===== src/rtl/interval_timer.sv =====
module interval_timer #(
  parameter int CNT_W = 16,
  parameter int SCL_W = 8
) (
  input  logic             clk,
  input  logic             rst_n,
  input  logic             enable,
  input  logic             wr_count,
  input  logic             wr_period,
  input  logic             wr_scale,
  input  logic [CNT_W-1:0] wr_data,
  output logic [CNT_W-1:0] count_o,
  output logic             irq_o
);

  localparam logic [CNT_W-1:0] CNT_ONE = CNT_W'(1);
  localparam logic [SCL_W-1:0] SCL_ONE = SCL_W'(1);

  logic [CNT_W-1:0] cnt_q, per_q;
  logic [SCL_W-1:0] scl_q, pre_q;
  logic             irq_q;

  wire pre_done = (pre_q == '0);
  wire tick     = enable && !wr_count && pre_done;
  wire at_zero  = (cnt_q == '0);

  always_ff @(posedge clk or negedge rst_n) begin
    if (!rst_n) begin
      cnt_q <= '0;
      per_q <= '0;
      scl_q <= '0;
      pre_q <= '0;
      irq_q <= 1'b0;
    end else begin
      if (wr_count) begin
        cnt_q <= wr_data;
        pre_q <= scl_q;
      end else if (enable) begin
        pre_q <= pre_done ? scl_q : pre_q - SCL_ONE;
        if (pre_done) cnt_q <= at_zero ? per_q : cnt_q - CNT_ONE;
      end
      if (wr_period) per_q <= wr_data;
      if (wr_scale)  scl_q <= wr_data[SCL_W-1:0];
      irq_q <= tick && at_zero;
    end
  end

  assign count_o = cnt_q;
  assign irq_o   = irq_q;

  AST_WRITE_LOADS: assert property (@(posedge clk) disable iff (!rst_n)
    wr_count |=> count_o == $past(wr_data));
  AST_WRITE_WINS: assert property (@(posedge clk) disable iff (!rst_n)
    wr_count |=> !irq_o);
  AST_STEP_BY_ONE: assert property (@(posedge clk) disable iff (!rst_n)
    (enable && !wr_count && cnt_q != '0) |=>
      (count_o == $past(count_o) || count_o == $past(count_o) - CNT_ONE));
  AST_PRESCALE_HOLD: assert property (@(posedge clk) disable iff (!rst_n)
    (enable && !wr_count && pre_q != '0) |=> $stable(count_o));
  AST_RELOAD_VALUE: assert property (@(posedge clk) disable iff (!rst_n)
    irq_o |-> count_o == $past(per_q));
  AST_OFF_HOLDS: assert property (@(posedge clk) disable iff (!rst_n)
    (!enable && !wr_count) |=> ($stable(count_o) && $stable(pre_q)));
  AST_OFF_QUIET: assert property (@(posedge clk) disable iff (!rst_n)
    !enable |=> !irq_o);
  AST_CFG_NO_TOUCH: assert property (@(posedge clk) disable iff (!rst_n)
    (!enable && !wr_count && (wr_period || wr_scale)) |=> $stable(count_o));

endmodule


===== config.mk =====
export PLATFORM = sky130hd
export DESIGN_NAME = interval_timer
export DESIGN_NICKNAME = d
export VERILOG_FILES = /design/src/rtl/interval_timer.sv
export SDC_FILE = /design/constraint.sdc
export NUM_CORES = 1
export LEC_CHECK = 0
export ABC_CLOCK_PERIOD_IN_PS = 2190
export BUFFER_PORTS_ARGS = -buffer_cell sky130_fd_sc_hd__buf_2
export CORE_UTILIZATION = 30
export DETAILED_ROUTE_END_ITERATION = 6
export PLACE_DENSITY_LB_ADDON = 0.12
export SLEW_MARGIN = 10
export SYNTH_ARGS = -nofsm -noshare
export SYNTH_HDL_FRONTEND = slang
export SYNTH_SLANG_ARGS = --single-unit

===== constraint.sdc =====
create_clock -name clk -period 2.19 [get_ports clk]
set_input_delay 0 -clock clk [delete_from_list [all_inputs] [get_ports clk]]
set_output_delay 0 -clock clk [all_outputs]
set_load 0.1 [all_outputs]

==> flow_summary.json <==
{
  "internal_power_mw": 1.620,
  "hold_viol_final": 0,
  "fin_crit_sh_pct": 97.94,
  "synth_top_area_cell": "dfrtp_1",
  "combPwrFrac_pct": 27.5,
  "cts_buffers": 5,
  "ys_warn_count": 0,
  "drc_errors": 0,
  "antenna_found_initial": 0,
  "crit_path_end_kind": "register",
  "setup_viol": 0,
  "clk_pin_slew_worst_paths_ns": 0.10,
  "clock_skew_ns": 0.009224,
  "hpwl_microns": 5485,
  "die_h_microns": 96.81,
  "cap_violations": 0,
  "grt_overflow_total": 0,
  "syn_avg_cell_area_sq_um": 9.950,
  "area_delta_synth_final_pct": 34.11,
  "die_w_microns": 96.81,
  "relSlewSlack_pct": 44.97,
  "worst_r2r_path_depth": 7,
  "cts-root-buf": "clkbuf_8",
  "dr.pass1.iters": 4,
  "hold_ws_ns": 0.01486,
  "cts.sinks": 49,
  "reg2reg_from": "pre_q[0]$_DFFE_PN0P_",
  "reg2reg_setup_slack_ns": 0.05,
  "irDropWorstVdd_mv": 0.3289,
  "fp.dieArea_sq_um": 9371,
  "finalCriticalPeriod_ns": 2.145,
  "pwr-share-seq_pct": 44.1,
  "cts.path.max_buffers": 2,
  "crit_path_start_kind": "register",
  "synth_nets": 297,
  "synth-async-reset-ratio_pct": 100.0,
  "power_frac_clock_pct": 28.3,
  "coreArea_sq_um": 8721,
  "gp_congestion": 0.8120,
  "drt_iter0_markers": 62,
  "syn_area_sq_um": 2696,
  "synth_top_cells_by_area": "dfrtp_1 45%, mux2_2 11%, o21ai_0 4.1%",
  "swShare_pct": 34.23,
  "pre_cts_slack_ns": -0.03999,
  "power_leakage_nw": 1.487,
  "synth_seq_area_share_pct": 45.48,
  "p_sw_mw": 0.8432,
  "fin_area_sq_um": 3616,
  "portBuffers": 38,
  "synthCells": 271,
  "slew_violations": 0,
  "grtUsageTotal_pct": 17.03,
  "synth_most_common_cell": "dfrtp_1",
  "status": "finished, final reports clean",
  "min_path_cells": 3,
  "start_util_pct": 30.92,
  "dpl_cell_area_sq_um": 3228,
  "hp-start": "wr_count",
  "final_util_pct": 41.46,
  "drive_gt1_share_pct": 38.87,
  "row_count": 34,
  "grt_max_degree": 33,
  "synthDistinctLibCells": 49,
  "pin_count": 39,
  "routed_wl_microns": 7697,
  "worstPathRequired_ns": 2.39,
  "yosys.area.top_type_share_pct": 45.48,
  "tightestPinTransition_ns": 0.8254,
  "h-tree-depth": 2,
  "max_freq_mhz": 466.2,
  "min_to": "pre_q[6]$_DFFE_PN0P_",
  "reg2reg_to": "count_o[4]$_DFFE_PN0P_",
  "post_drt_wl_per_cell_microns": 16.62,
  "ant_nets": 0,
  "hold_path_class": "primary input to register",
  "grt_pass1_vias": 2370,
  "cts_tree": "done",
  "synth_edf_count": 0,
  "synthTopCellsByCount": "49 x dfrtp_1, 26 x mux2_2, 22 x o21ai_0",
  "viasPerCell": 5.194,
  "fin_nets": 380,
  "vias": 2405,
  "diodes": 0,
  "fin_ws_ns": 0.04505,
  "worst_skew_pair.late_latency_ns": 0.31,
  "rsz0062_at_grt": "yes",
  "ys_seq_elements": 49,
  "powerDensity_nw_per_um2": 681.1,
  "synthFlopType": "dfrtp_1",
  "arrival_ns": 2.35,
  "worstSetupPathType": "register to register",
  "cp_max_fo": 6,
  "grt_pass1_wl_microns": 12570
}
==> timing repair <==
item / in CTS / in global routing
setup endpoints to repair: 7 / 15
endpoints found under the hold margin: 68 / 0
gates resized for setup: 1 / 22
setup buffers: 1 / 0
pin swaps: 0 / 5
hold buffers: 17 / 0
==> sequential cells by signal, summed over array words and instances, names as in the netlist <==
register,flops
count_o,16
per_q,16
pre_q,8
scl_q,8
irq_o,1
==> critical path, stage by stage (launching register included) <==
cell and delay [ns]:
dfrtp_1 0.40, inv_2 0.08, ha_4 0.13, or4b_4 0.45
or4_4 0.48, nor2_4 0.25, nand2_1 0.08, a22o_1 0.18
==> power groups by stage <==
stage | Combinational, mW | Clock (mW) | Sequential [mW]
6_report | 0.678 | 0.698 | 1.09
5_1_grt | 0.734 | 0.750 | 1.10
4_1_cts | 0.663 | 0.729 | 1.08
3_5_place_dp | 0.639 | 0 | 1.10
3_3_place_gp | 0.637 | 0 | 1.10
2_1_floorplan | 0.227 | 0 | 1.28
==> routing by layer <==
layer / vias up / wire, microns / global-route usage (%)
met5: - / 0 / 0
met4: 0 / 65 / 4.478
met3: 6 / 228 / 2.023
met2: 45 / 3512 / 26.06
met1: 1171 / 3890 / 25.34
li1: 1183 / - / -
==> kinds of logic after synthesis <==
kind of cell,after synthesis,share of synthesized area (%)
AO/OA/AOI/OAI,74,17.54
XOR/XNOR,4,1.300
adder cells (fa/ha/maj),4,1.856
buffers and inverters,28,5.197
flip-flops,49,45.48
multiplexers,29,11.97
AND/OR/NAND/NOR,83,16.66
==> final cells by class <==
type / instances / area, sq um
Fill cell: 895 / 5105
Clock buffer: 6 / 82.58
Sequential cell: 49 / 1239
Inverter: 13 / 53.80
Clock inverter: 2 / 37.54
Multi-Input combinational cell: 194 / 1434
Timing Repair Buffer: 91 / 634.4
Tap cell: 108 / 135.1
==> per-stage QoR <==
step / std cells / total power, mW / setup TNS (ns)
6_report: 463 / 2.463 / 0
5_1_grt: 463 / 2.587 / -0.2719
4_1_cts: 463 / 2.473 / 0
3_5_place_dp: 437 / 1.737 / -0.1560
3_3_place_gp: 437 / 1.734 / -0.01509
2_1_floorplan: 271 / 1.512 / -0.2909
==> worst max path at each step <==
| stage | start | to | cells past startpoint |
|---|---|---|---|
| global placement | pre_q[0]$_DFFE_PN0P_ | count_o[4]$_DFFE_PN0P_ | 7 |
| detailed placement | pre_q[0]$_DFFE_PN0P_ | count_o[4]$_DFFE_PN0P_ | 7 |
| finish | pre_q[0]$_DFFE_PN0P_ | count_o[4]$_DFFE_PN0P_ | 7 |
| global route | pre_q[1]$_DFFE_PN0P_ | count_o[4]$_DFFE_PN0P_ | 7 |
| floorplan | count_o[0]$_DFFE_PN0P_ | count_o[8]$_DFFE_PN0P_ | 7 |
| CTS | count_o[0]$_DFFE_PN0P_ | count_o[3]$_DFFE_PN0P_ | 8 |
==> placed cells by master (no fill, tap or decap), types with 5 or more instances in the layout <==
master	n
a21oi_1	16
buf_2	38
buf_4	35
clkbuf_8	6
dfrtp_1	43
dlygate4sd3_1	17
inv_1	9
mux2_2	26
nand2_1	20
nand3_1	12
nand4_1	5
nor2_1	17
nor4_1	7
o21ai_0	18
o22ai_1	6
Note: power is estimated with default switching activity, not from simulation.
